$ cat config.mk
export PLATFORM = sky130hd
export DESIGN_NAME = enc_pos_counter
export DESIGN_NICKNAME = d
export VERILOG_FILES = /design/src/rtl/enc_pos_pkg.sv /design/src/rtl/enc_pos_ctrl.sv /design/src/rtl/enc_pos_dp.sv /design/src/rtl/enc_pos_counter.sv
export SDC_FILE = /design/constraint.sdc
export NUM_CORES = 1
export LEC_CHECK = 0
export BUFFER_PORTS_ARGS = -buffer_cell sky130_fd_sc_hd__buf_4
export CORE_UTILIZATION = 56
export DETAILED_ROUTE_END_ITERATION = 8
export HOLD_SLACK_MARGIN = 0.12
export PLACE_DENSITY = 0.79
export SLEW_MARGIN = 20
export SYNTH_ARGS = -nofsm -noshare
export SYNTH_HDL_FRONTEND = slang
export SYNTH_SLANG_ARGS = --single-unit
$ cat constraint.sdc
create_clock -name clk -period 4.3 [get_ports clk]
set_clock_uncertainty 0.05 [all_clocks]
set_input_delay 0.215 -clock clk [delete_from_list [all_inputs] [get_ports clk]]
set_output_delay 0.215 -clock clk [all_outputs]
set_load 0.01 [all_outputs]
$ cat src/rtl/enc_pos_pkg.sv
package enc_pos_pkg;

  // Strobes from the decode control to the count datapath
  typedef struct packed {
    logic stepUp;
    logic stepDn;
  } step_t;

  // Position of a decoder state (a,b) in the forward cycle 00,10,11,01
  function automatic logic [1:0] phaseIdx(input logic a, input logic b);
    return {b, a ^ b};
  endfunction

endpackage

$ cat src/rtl/enc_pos_ctrl.sv
module enc_pos_ctrl
  import enc_pos_pkg::*;
(
  input  logic  clk,
  input  logic  rst,
  input  logic  chanA,
  input  logic  chanB,
  input  logic  revSel,
  input  logic  fdMode,
  output step_t steps
);

  logic       revQ;
  logic       modeQ;
  logic [1:0] pinPrev;   // {A,B} raw pins from the previous cycle

  // The previous pins are tracked even during reset, so release never counts
  always_ff @(posedge clk) begin
    if (rst) begin
      revQ    <= 1'b0;
      modeQ   <= 1'b0;
      pinPrev <= {chanA, chanB};
    end else begin
      revQ    <= revSel;
      modeQ   <= fdMode;
      pinPrev <= {chanA, chanB};
    end
  end

  // One channel mapping is applied to both the old and the new pin state
  logic curA, curB, oldA, oldB;
  always_comb begin
    curA = revQ ? chanB      : chanA;
    curB = revQ ? chanA      : chanB;
    oldA = revQ ? pinPrev[0] : pinPrev[1];
    oldB = revQ ? pinPrev[1] : pinPrev[0];
  end

  logic [1:0] phaseDelta;
  logic       quadUp, quadDn;
  logic       freqEdge, freqUp, freqDn;

  always_comb begin
    phaseDelta = phaseIdx(curA, curB) - phaseIdx(oldA, oldB);
    quadUp     = (phaseDelta == 2'd1);
    quadDn     = (phaseDelta == 2'd3);
    freqEdge   = chanA ^ pinPrev[1];
    freqUp     = freqEdge & ~chanB;
    freqDn     = freqEdge &  chanB;
  end

  always_comb begin
    if (modeQ) begin
      steps.stepUp = freqUp;
      steps.stepDn = freqDn;
    end else begin
      steps.stepUp = quadUp;
      steps.stepDn = quadDn;
    end
  end

endmodule

$ cat src/rtl/enc_pos_dp.sv
module enc_pos_dp
  import enc_pos_pkg::*;
#(
  parameter int CNT_W = 16
) (
  input  logic             clk,
  input  logic             rst,
  input  step_t            steps,
  output logic [CNT_W-1:0] posCount,
  output logic             countStrobe,
  output logic             dirUp
);

  localparam logic [CNT_W-1:0] ONE = {{(CNT_W-1){1'b0}}, 1'b1};

  always_ff @(posedge clk) begin
    if (rst) begin
      posCount    <= '0;
      countStrobe <= 1'b0;
      dirUp       <= 1'b1;
    end else begin
      countStrobe <= steps.stepUp | steps.stepDn;
      if (steps.stepUp) begin
        posCount <= posCount + ONE;
        dirUp    <= 1'b1;
      end else if (steps.stepDn) begin
        posCount <= posCount - ONE;
        dirUp    <= 1'b0;
      end
    end
  end

endmodule

$ cat src/rtl/enc_pos_counter.sv
module enc_pos_counter
  import enc_pos_pkg::*;
#(
  parameter int CNT_W = 16
) (
  input  logic             clk,
  input  logic             rst,
  input  logic             chanA,
  input  logic             chanB,
  input  logic             revSel,
  input  logic             fdMode,
  output logic [CNT_W-1:0] posCount,
  output logic             countStrobe,
  output logic             dirUp
);

  step_t steps;

  enc_pos_ctrl u_ctrl (
    .clk    (clk),
    .rst    (rst),
    .chanA  (chanA),
    .chanB  (chanB),
    .revSel (revSel),
    .fdMode (fdMode),
    .steps  (steps)
  );

  enc_pos_dp #(.CNT_W(CNT_W)) u_dp (
    .clk         (clk),
    .rst         (rst),
    .steps       (steps),
    .posCount    (posCount),
    .countStrobe (countStrobe),
    .dirUp       (dirUp)
  );

endmodule

==> metrics.md, run 1 <==
| Metric | Value |
|---|---|
| Share of cells above drive strength 1 | `0.1961` |
| Vias per cell | `approximately 6.6` |
| Critical path's largest stage delay | `0.53 ns` |
| Initial Util | `0.5997` |
| # setup viols final | `0` |
| Fill cells | `203` |
| CP Launch Type | `input port` |
| I/O Buffers | `23` |
| P&R area growth vs syn | `14.64%` |
| Fmax | `~270 MHz` |
| Via total after detailed routing | `between 1,500 and 2,000` |
| Fin Setup TNS | `0 ns` |
| Wl on met1 | `around 1.5 mm` |
| Slew @ Worst Pin | `~0.78 ns` |
| Critical setup path kind | `input port to register` |
| Worst setup EP type | `register` |
| Synth Instances | `between 150 and 200` |
| Sequential-to-total area share from yosys stat | `0.2911` |
| Post-place instance area | `about 0.0017 mm²` |
| Place WS | `between 0.5 and 0.6 ns` |
| CTS tree | `done` |
| GRT overflow | `0` |
| Setup Buffers After CTS | `0` |
| Primary FF master, synth | `dfxtp_1` |
| HPWL Detailed | `between 2 and 3 mm` |
| Initial antenna violation count | `0` |
| Critical path's slowest cell | `dlygate4sd3_1` |
| Syn_area_per_cell | `8.046 µm²` |
| Static leakage | `0.0006472 µW` |
| Min Hold Slack | `between 0.15 and 0.2 ns` |
| Crit path cell chain | `dlygate4sd3_1 -> buf_4 -> xnor2_1 -> ha_1 -> xnor3_1 -> a32oi_2 -> nand2_1 -> xnor2_1 -> ha_1 -> nand4_1 -> nor4_1 -> o21ai_0 -> a22oi_1 -> mux2_2` |
| Tmin final | `about 3.7 ns` |
| Flops & latches, synth | `22` |
| Worst setup startpoint | `chanB` |
| Tcrit/Tclk final | `0.8640` |
| Top cell type's share of synthesized area | `0.2911` |
| R2R Path Start | `u_ctrl.pinPrev[1]` |
| Status | `complete, no violations` |
| Io pins | `24` |
| Ys async rst share | `0` |
| Top sig layer | `met4` |
| Relative slew slack | `0.4809` |
| Critical hold path startpoint | `rst` |
| EDFF count, synth | `0` |
| Die ar. | `just under 0.003 mm²` |
| Gpl congestion | `around 0.9` |
| RSZ-0062 raised after global routing | `no` |
| Number of global-route vias before repair | `between 1,000 and 1,500` |
| PnR worst setup slack | `roughly 0.6 ns` |
| Worst hold path type | `input port to register` |
| ANT cells | `0` |
| Largest net degree at the start of global routing | `26` |
| CTS Buf Count | `3` |
| Clock root buffer | `clkbuf_4` |
| Most frequent cells in the layout | `23 x buf_4, 22 x dfxtp_1, 21 x nor2_1` |
| DR pass1 iterations | `7` |
| Post-synth top area cell | `dfxtp_1` |
| Die height | `approximately 54 µm` |
| Wire length on met2 | `between 1.5 and 2 mm` |
| Ys Warns | `0` |
| Clock-pin slew on the worst setup and hold paths | `about 0.13 ns` |
| Required time worst endpoint | `around 4.5 ns` |
| CP max FO | `11` |
| # clock sinks | `22` |
| Die Span X | `53.98 µm` |
| Max clock buf depth | `2` |
| Area contributors post-synth | `dfxtp_1 29%, nor2_1 5.2%, a21oi_1 4.0%` |
| Drt wl/cell | `~15 µm` |
| Syn nets | `approximately 200` |
| Core area | `between 0.002 and 0.003 mm²` |
| Max IR drop VDD | `approximately 380 µV` |
| H-tree Lvls | `1` |
| Row count | `18` |
| Synth cell types | `47` |
| Overall Global Routing Usage | `0.2780` |
| Clk Latency, worst-skew pair | `between 0.3 and 0.4 ns` |
| Maxcap violations | `0` |
| # nets final | `around 210` |
| Commonest non-fill, non-tap cell in the layout | `buf_4` |
| # DRC | `0` |
| Total wire length | `~3.6 mm` |
| Pwr/cell area | `roughly 560 mW/mm²` |
| Final instance area | `about 0.0017 mm²` |
| Synth Cell Area | `approximately 0.0015 mm²` |
| Arr. time, crit path | `3.88 ns` |
| Met3 routed WL | `roughly 310 µm` |
| Final hold violations | `0` |
| ANT nets after route | `0` |
| First-pass GRT wire length | `between 5 and 6 mm` |
| DR iter-0 viols | `slightly above 100` |
| Slew Limit Fails | `0` |
-- metal layers --
metal  global-route usage  up-vias
met5                    0        -
met4               0.1068        0
met3              0.02825       11
met2               0.4486       84
met1               0.3780      706
li1                     -      736
-- logic make-up (layout without fill, tap and decap cells) --
kind of cell,after synthesis,after routing,synth area share
buf+inv,21,37,0.06286
mux,5,5,0.03722
fa+ha+maj,2,2,0.01654
xor+xnor,8,8,0.06451
compound gates,44,44,0.2051
simple gates,86,86,0.3226
flops,22,22,0.2911
-- repair_timing --
item | in CTS | in global routing
resized for setup | 0 | 1
hold buffers | 4 | 0
hold endpoints to repair | 4 | 0
endpoints found under the setup margin | 0 | 1
-- where the power goes --
group	leakage [µW]	total [µW]	internal [µW]	switching, µW
Sequential	0.000181	346	257	89.6
Clock	0.0000210	117	51.8	64.8
Combinational	0.000445	515	249	266
Total	0.000647	978	558	420
-- through the flow --
| stage | power (µW) | std cells | util |
|---|---|---|---|
| floorplan | 715.9 | 188 | - |
| global placement | 838.3 | 226 | 0.6543 |
| detailed placement | 850.6 | 226 | 0.6543 |
| CTS | 972.4 | 234 | 0.6845 |
| global route | 1057 | 234 | 0.6875 |
| finish | 977.8 | 234 | 0.6875 |
-- critical path: cells and delay by family --
family / cells / cell delay (ns)
AOI/OAI and AO/OA: 3 / 0.80
xor gates and xnor gates: 3 / 0.62
adders and majority gates: 2 / 0.55
buffers and inverters: 2 / 0.68
muxes: 1 / 0.35
and+or+nand+nor: 3 / 0.63
-- cells in the mapped netlist (3+ instances only) --
cell type,count
or4_1,3
or3_1,3
nand3_1,9
inv_1,6
buf_2,7
nand4_1,8
a21oi_1,12
xnor2_1,4
nor3_1,8
o211ai_1,3
dfxtp_1,22
nor2b_1,6
nor4_1,7
nor2_1,21
o21ai_0,7
nand2_1,8
clkbuf_1,7
mux2_2,5
a21o_1,5
-- cell type report --
class,instances,area [µm²],share of cell area
multi-input combinational,145,984.7,0.5678
sequential,22,440.4,0.2540
timing repair buffer,27,212.7,0.1227
tap,30,37.54,0.02165
clock buffer,4,36.28,0.02092
inverter,6,22.52,0.01299
-- state kept, by name (all words and copies together), names as in the netlist --
register,count
u_dp.dirUp,1
u_dp.countStrobe,1
u_dp.posCount,16
u_ctrl.modeQ,1
u_ctrl.pinPrev,2
u_ctrl.revQ,1
-- path summary, 6_finish.rpt --
check | slack (ns) | cells past startpoint | end
max | 0.58 | 14 | u_dp.posCount[14]
min | 0.19 | 2 | u_ctrl.revQ
max reg2reg | 0.73 | 12 | u_dp.posCount[14]
min reg2reg | 0.48 | 1 | u_dp.dirUp
Power figures use the tool's default switching activity.
==> run 2, diff against run 1 <==
- PLACE_DENSITY: 0.79 -> 0.87
- SYNTH_HIERARCHICAL: not set -> 1
==> run 2 against run 1 <==
  * Final cell count rose by 5.1%
  * Via count fell by 4.6%
  * Sequential share of layout area fell by 1.5 points
  * Synthesized cell count rose by 1.6%
  * Die area rose by 4.2%
==> metrics.md, run 2 <==
| Metric | Value |
|---|---|
| Initial Util | `0.6150 (+0.01531)` |
| Top post-synthesis cells by count | `24 x nand2_1, 22 x dfxtp_1, 21 x a21oi_1` |
| Relative slew slack | `0.6396 (+0.1587)` |
| ANT cells | `0 (unchanged)` |
| CP max FO | `16 (+5)` |
| Critical path's largest stage delay | `0.54 ns (about the same)` |
| Post-synth top area cell | `dfxtp_1` |
| Ys async rst share | `0 (unchanged)` |
| ANT nets after route | `0 (unchanged)` |
| Vias per cell | `5.963 (-9.2%)` |
| Max clock buf depth | `2 (unchanged)` |
| Multi-input gate area | `0.001096 mm² (+11%)` |
| Most frequent cells in the layout | `25 x buf_4, 24 x nand2_1, 22 x dfxtp_1` |
| Largest reg by FF count | `u_dp/posCount` |
| Clock root buffer | `clkbuf_4` |
| Hold path endpoint | `u_dp/posCount[2]` |
| GRT overflow | `0 (unchanged)` |
| EDFF count, synth | `0 (unchanged)` |
| CP Launch Type | `input port` |
| Fin Setup TNS | `0 ns (unchanged)` |
| Critical hold path startpoint | `rst` |
| Worst Hold Depth | `2 (unchanged)` |
| HPWL Detailed | `2.635 mm (+1.4%)` |
| Gpl congestion | `0.8721 (-5.7%)` |
| Post-synthesis compound-gate area fraction | `0.2353 (+0.03021)` |
| Primary FF master, synth | `dfxtp_1` |
| CTS Buf Count | `3 (unchanged)` |
| Largest net degree at the start of global routing | `30 (+15%)` |
| Share of cells above drive strength 1 | `0.1713 (-0.02478)` |
| Die ar. | `0.003036 mm² (+4.2%)` |
| I/O Buffers | `23 (unchanged)` |
| Final hold violations | `0 (unchanged)` |
| # DRC | `0 (unchanged)` |
| Critical path's slowest cell | `dlygate4sd3_1` |
| Worst setup EP type | `register` |
| Arr. time, crit path | `4.12 ns (+0.24 ns)` |
| Multiplexer share of the synthesized area | `0 (-0.03722)` |
| DR iter-0 viols | `42 (-58%)` |
| Syn_area_per_cell | `8.267 µm² (+2.7%)` |
| Setup Buffers After CTS | `0 (unchanged)` |
| First-pass GRT wire length | `5.678 mm (-3.5%)` |
| Reg2reg end | `u_dp/posCount[15]` |
| Number of global-route vias before repair | `1,330 (+2.3%)` |
| # nets final | `240 (+13%)` |
| Synth cell types | `49 (+4.3%)` |
| Area contributors post-synth | `dfxtp_1 28%, ha_1 12%, a21oi_1 6.7%` |
| Tmin final | `3.938 ns (+0.2227 ns)` |
| Simple-gate portion of the synthesized area | `0.2464 (-0.07615)` |
| Critical setup path kind | `input port to register` |
| Die height | `55.10 µm (+2.1%)` |
| Fmax | `253.9 MHz (-5.7%)` |
| Row count | `18 (unchanged)` |
| Final Core Density | `0.7164 (+0.02887)` |
| Io pins | `24 (unchanged)` |
| R2R Setup Slk | `0.57 ns (-0.16 ns)` |
| Clk Latency, worst-skew pair | `0.31 ns (about the same)` |
| # setup viols final | `0 (unchanged)` |
| Worst hold path type | `input port to register` |
| Overall Global Routing Usage | `0.2604 (-0.01766)` |
| Total wire length | `3.575 mm (-0.45%)` |
| P&R area growth vs syn | `16.48%` |
| Seq. cell area | `440.4 µm² (unchanged)` |
| Syn nets | `213 (+8.7%)` |
| Post-Synth Adder-Cell Area | `0.1315 (+0.1150)` |
| Synth Cell Area | `0.001579 mm² (+4.4%)` |
| Required time worst endpoint | `4.48 ns (+0.02 ns)` |
| Reg2Reg Depth | `14 (+2)` |
| Main combinational cell family by area after synthesis | `simple AND/OR/NAND/NOR gates` |
| Initial antenna violation count | `0 (unchanged)` |
| Fill cells | `214 (+5.4%)` |
| RSZ-0062 raised after global routing | `no` |
| Slew @ Worst Pin | `0.5401 ns (-0.2362 ns)` |
| Flops & latches, synth | `22 (unchanged)` |
| Via total after detailed routing | `1,467 (-4.6%)` |
| Ys Warns | `6 (+6)` |
| Clock-pin slew on the worst setup and hold paths | `0.12 ns (about the same)` |
| Status | `complete, no violations` |
| Synth Area in XOR/XNOR | `0.08082 (+0.01631)` |
| Maxcap violations | `0 (unchanged)` |
| CTS tree | `done` |
| Max IR drop VDD | `482.2 µV (+25%)` |
| Sequential-to-total area share from yosys stat | `0.2789 (-0.01223)` |
| Slew Limit Fails | `0 (unchanged)` |
| DR pass1 iterations | `4 (-3)` |
| Die Span X | `55.10 µm (+2.1%)` |
| # clock sinks | `22 (unchanged)` |
| Crit path cell chain | `dlygate4sd3_1 -> buf_4 -> xnor2_1 -> ha_1 -> nor2_1 -> nand2_1 -> o311ai_0 -> buf_4 -> inv_1 -> ha_1 -> o211ai_1 -> nor3_2 -> nor2_4 -> o41ai_2 -> o21ai_0 -> o211ai_1` |
| Top cell type's share of synthesized area | `0.2789 (-0.01223)` |
| Core area | `0.002567 mm² (+1.8%)` |
| Synth Instances | `191 (+1.6%)` |
| Commonest non-fill, non-tap cell in the layout | `buf_4` |
| Largest regs | `u_dp/posCount: 16 flops, u_ctrl/pinPrev: 2 flops` |
| Max FFs per register | `16 (unchanged)` |
| Static leakage | `0.0008241 µW (+27%)` |
| Tcrit/Tclk final | `0.9158 (+0.05179)` |
| H-tree Lvls | `1 (unchanged)` |
| R2R Path Start | `u_ctrl/pinPrev[1]` |
| Most numerous cell in the Yosys netlist | `nand2_1` |
| Drt wl/cell | `14.53 µm (-5.3%)` |
| Pwr/cell area | `765.3 mW/mm² (+36%)` |
-- run 2: cell types whose count changed in the layout (fill, tap and decap cells not counted), moves of 7 or more --
cell / before / now
nand2_1: 8 / 24
ha_1: 2 / 15
a21oi_1: 12 / 21
nor2_1: 21 / 13
nand4_1: 8 / 1
-- run 2: worst max-delay path, delay by kind of cell --
kind                       cells  cell delay, ns
xor gates and xnor gates       1            0.12
AOI/OAI and AO/OA              5            1.19
and+or+nand+nor                4            0.62
buffers and inverters          4            1.16
adders and majority gates      2            0.80
-- run 2: cells by family after synthesis --
group	count (synthesis)
AO/OA/AOI/OAI	56
XOR/XNOR	13
flip-flops	22
AND/OR/NAND/NOR	73
buffers and inverters	11
adder cells (fa/ha/maj)	16
-- run 2: area by class of cell --
type,instances,area share
Clock buffer,3,0.01224
Tap cell,30,0.02041
Timing Repair Buffer,29,0.1238
Sequential cell,22,0.2395
Inverter,4,0.008163
Multi-Input combinational cell,158,0.5959
-- run 2: worst max path at each step --
stage	cells after the start	slack, ns	to	from
final	16	0.36	u_dp/posCount[15]	chanB
after global routing	16	0.17	u_dp/posCount[14]	chanB
after CTS	16	0.43	u_dp/posCount[15]	chanB
after detailed placement	14	0.64	u_dp/posCount[15]	u_ctrl/pinPrev[1]
after global placement	15	0.80	u_dp/posCount[10]	chanB
after floorplan	13	0.52	u_dp/posCount[10]	u_ctrl/pinPrev[0]
-- run 2: routing by layer --
layer  track usage  share of wire  vias to the layer above
li1              -              -                      751
met1        0.3229           0.46                      678
met2        0.4518           0.49                       34
met3       0.04372          0.038                        4
met4       0.08750          0.010                        0
met5             0              0                        -
-- run 2: where the power goes --
group | switching [µW] | total (µW) | internal (µW) | leakage, µW
sequential | 50.7 | 317 | 266 | 0.000182
clock | 63.4 | 96.2 | 32.8 | 0.0000138
combinational | 555 | 994 | 439 | 0.000628
-- run 2: timing repair --
| item | CTS | global route |
|---|---|---|
| endpoints found under the hold margin | 4 | 0 |
| hold buffers | 4 | 0 |
| gates resized for setup | 0 | 0 |
-- run 2: per-stage QoR --
stage / total power, µW / setup slack [ns] / cells / hold WS (ns) / area [µm²]
4_1_cts: 1396 / 0.4305 / 246 / 0.1955 / 1839
3_5_place_dp: 1294 / 0.6352 / 239 / 0.3005 / 1777
2_1_floorplan: 1049 / 0.5199 / 191 / 0.1927 / 1579
5_1_grt: 1523 / 0.1677 / 246 / 0.1989 / 1839
3_3_place_gp: 1255 / 0.8006 / 239 / 0.2993 / 1777
6_report: 1408 / 0.3622 / 246 / 0.2006 / 1839
==> run 3, diff against run 2 <==
- CORE_UTILIZATION: 56 -> 59
- CTS_BUF_LIST: not set -> sky130_fd_sc_hd__clkbuf_4
- PLACE_DENSITY: 0.87 -> 0.9
==> run 3 against run 2 <==
  * First-iteration DRC count grew 48%
  * Critical path depth is the same
  * Register-to-register slack lost 0.02 ns
  * Non-clock buffer count is the same
  * Critical path type unchanged
==> metrics.md, run 3 (synthesis results as in run 2) <==
| Metric | Value |
|---|---|
| R2R Path Start | `u_ctrl/pinPrev[1]` |
| CTS Buf Count | `3 (unchanged)` |
| H-tree Lvls | `1 (unchanged)` |
| Required time worst endpoint | `4.51 ns (+0.03 ns)` |
| Hold_buf cts | `4 (unchanged)` |
| # setup viols final | `0 (unchanged)` |
| Final instance area | `0.001869 mm² (+1.6%)` |
| # clock sinks | `22 (unchanged)` |
| Hold path endpoint | `u_dp/countStrobe` |
| R2R Setup Slk | `0.55 ns (-0.02 ns)` |
| Largest regs | `u_dp/posCount: 16 flops, u_ctrl/pinPrev: 2 flops` |
| Clk Latency, worst-skew pair | `0.32 ns (about the same)` |
| # nets final | `240 (unchanged)` |
| Most frequent cells in the layout | `25 x buf_4, 24 x nand2_1, 22 x dfxtp_1` |
| Status | `complete, no violations` |
| Die height | `53.73 µm (-2.5%)` |
| Total chip power | `1494 µW (+6.1%)` |
| Largest net degree at the start of global routing | `30 (unchanged)` |
| # DRC | `0 (unchanged)` |
| Gpl congestion | `0.9245 (+6.0%)` |
| Max FFs per register | `16 (unchanged)` |
| Tcrit/Tclk final | `0.9214 (+0.005658)` |
| Initial antenna violation count | `0 (unchanged)` |
| Clock-pin slew on the worst setup and hold paths | `0.13 ns (about the same)` |
| Final hold violations | `0 (unchanged)` |
| Fin Setup TNS | `0 ns (unchanged)` |
| ANT nets after route | `0 (unchanged)` |
| Via total after detailed routing | `1,546 (+5.4%)` |
| Commonest non-fill, non-tap cell in the layout | `buf_4` |
| Reg2reg end | `u_dp/posCount[14]` |
| Place WS | `0.6703 ns (+0.03504 ns)` |
| Total wire length | `3.827 mm (+7.0%)` |
| Drt wl/cell | `15.49 µm (+6.6%)` |
| Placed cell count | `239 (unchanged)` |
| CTS tree | `done` |
| Share of cells above drive strength 1 | `0.1751 (+0.003819)` |
| Switch share | `0.4636 (-0.01174)` |
| Worst setup EP type | `register` |
| Slew Limit Fails | `0 (unchanged)` |
| Io pins | `24 (unchanged)` |
| CP top delay family | `simple AND/OR/NAND/NOR gates` |
| GRT overflow | `0 (unchanged)` |
| Crit path cell chain | `dlygate4sd3_1 -> buf_4 -> xnor2_1 -> ha_1 -> nor2_1 -> nand2_1 -> o311ai_0 -> buf_4 -> inv_1 -> ha_1 -> nand4_1 -> nor2_1 -> and3_1 -> a221oi_2 -> or4_1 -> nand3_1` |
| Row count | `18 (unchanged)` |
| Comb power frac | `0.680 (-0.027)` |
| DR pass1 iterations | `4 (unchanged)` |
| ANT cells | `0 (unchanged)` |
| Number of global-route vias before repair | `1,429 (+7.4%)` |
| Buf+Inv Stages, Crit Path | `4 (unchanged)` |
| Die ar. | `0.002887 mm² (-4.9%)` |
| Slew @ Worst Pin | `0.5281 ns (-0.01198 ns)` |
| Static leakage | `0.0008383 µW (+1.7%)` |
| First-pass GRT wire length | `6.175 mm (+8.8%)` |
| Critical setup path kind | `input port to register` |
| Tmin final | `3.962 ns (+0.02433 ns)` |
| Max IR drop VDD | `607.6 µV (+26%)` |
| Critical path's largest stage delay | `0.54 ns (about the same)` |
| PnR worst setup slack | `0.3379 ns (-0.02433 ns)` |
| Worst Hold Depth | `2 (unchanged)` |
| Vias per cell | `6.259 (+5.0%)` |
| Post-CTS Resized | `0 (unchanged)` |
| HPWL Detailed | `2.587 mm (-1.8%)` |
| Final std cells w/o fill | `247 (+0.41%)` |
| Fmax | `252.4 MHz (-0.61%)` |
| Psw | `692.6 µW (+3.5%)` |
| RSZ-0062 raised after global routing | `no` |
| Maxcap violations | `0 (unchanged)` |
| Arr. time, crit path | `4.18 ns (+0.06 ns)` |
| Critical hold path startpoint | `rst` |
| Power share of the clock group | `0.108 (+0.040)` |
| Setup Buffers After CTS | `0 (unchanged)` |
| CP Launch Type | `input port` |
| P&R area growth vs syn | `18.38%` |
| Overall Global Routing Usage | `0.2951 (+0.03475)` |
| Critical path's slowest cell | `dlygate4sd3_1` |
| Reg2Reg Depth | `14 (unchanged)` |
| Relative slew slack | `0.6475 (+0.007996)` |
| Initial Util | `0.6316 (+0.01662)` |
| DR iter-0 viols | `62 (+48%)` |
| Post-place instance area | `0.001777 mm² (unchanged)` |
| CP max FO | `16 (unchanged)` |
| I/O Buffers | `23 (unchanged)` |
| Clock root buffer | `clkbuf_4` |
| Core area | `0.002500 mm² (-2.6%)` |
| Worst hold path type | `input port to register` |
| Die Span X | `53.73 µm (-2.5%)` |
| Internal power | `801.4 µW (+8.5%)` |
| Seq pwr share | `0.212 (-0.013)` |
| Pwr/cell area | `799.2 mW/mm² (+4.4%)` |
| Largest reg by FF count | `u_dp/posCount` |
| Max clock buf depth | `2 (unchanged)` |
==> run 3: changes by cell type in the layout (fill, tap and decap cells not counted) <==
cell       delta
bufinv_16     +1
==> run 3: final cells by class <==
| class | count | area [µm²] |
|---|---|---|
| clock inverters | 1 | 30.03 |
| fillers | 177 | 630.6 |
| inverters | 4 | 15.01 |
| flip-flops and latches | 22 | 440.4 |
| clock buffers | 3 | 22.52 |
| well taps | 30 | 37.54 |
| repair buffers | 29 | 227.7 |
| multi-input cells | 158 | 1096 |
==> run 3: metal layers <==
layer / GRT usage / wire [µm]
met3: 0.05085 / 252
met2: 0.4959 / 1888
met1: 0.3419 / 1562
met5: 0 / 0
met4: 0.1886 / 123
==> run 3: power by group through the flow <==
stage          clock [µW]  combinational, µW  sequential, µW
6_report              161               1020             317
5_1_grt               169               1110             327
4_1_cts               165                995             317
3_5_place_dp            0                969             322
3_3_place_gp            0                929             319
2_1_floorplan           0                708             341
==> run 3: how the worst max path moves through the flow <==
stage                         to  cells past startpoint         startpoint  slack [ns]
6_report       u_dp/posCount[14]                     16              chanB        0.34
5_1_grt        u_dp/posCount[14]                     16              chanB        0.12
2_1_floorplan  u_dp/posCount[10]                     13  u_ctrl/pinPrev[0]        0.52
4_1_cts        u_dp/posCount[14]                     16              chanB        0.39
3_5_place_dp   u_dp/posCount[14]                     15              chanB        0.67
3_3_place_gp   u_dp/posCount[14]                     15              chanB        0.81
==> run 3: stage by stage <==
step / hold WS [ns] / utilization
floorplan: 0.1927 / -
global placement: 0.3006 / 0.7107
detailed placement: 0.3017 / 0.7107
CTS: 0.1896 / 0.7477
global route: 0.2149 / 0.7477
finish: 0.2005 / 0.7477
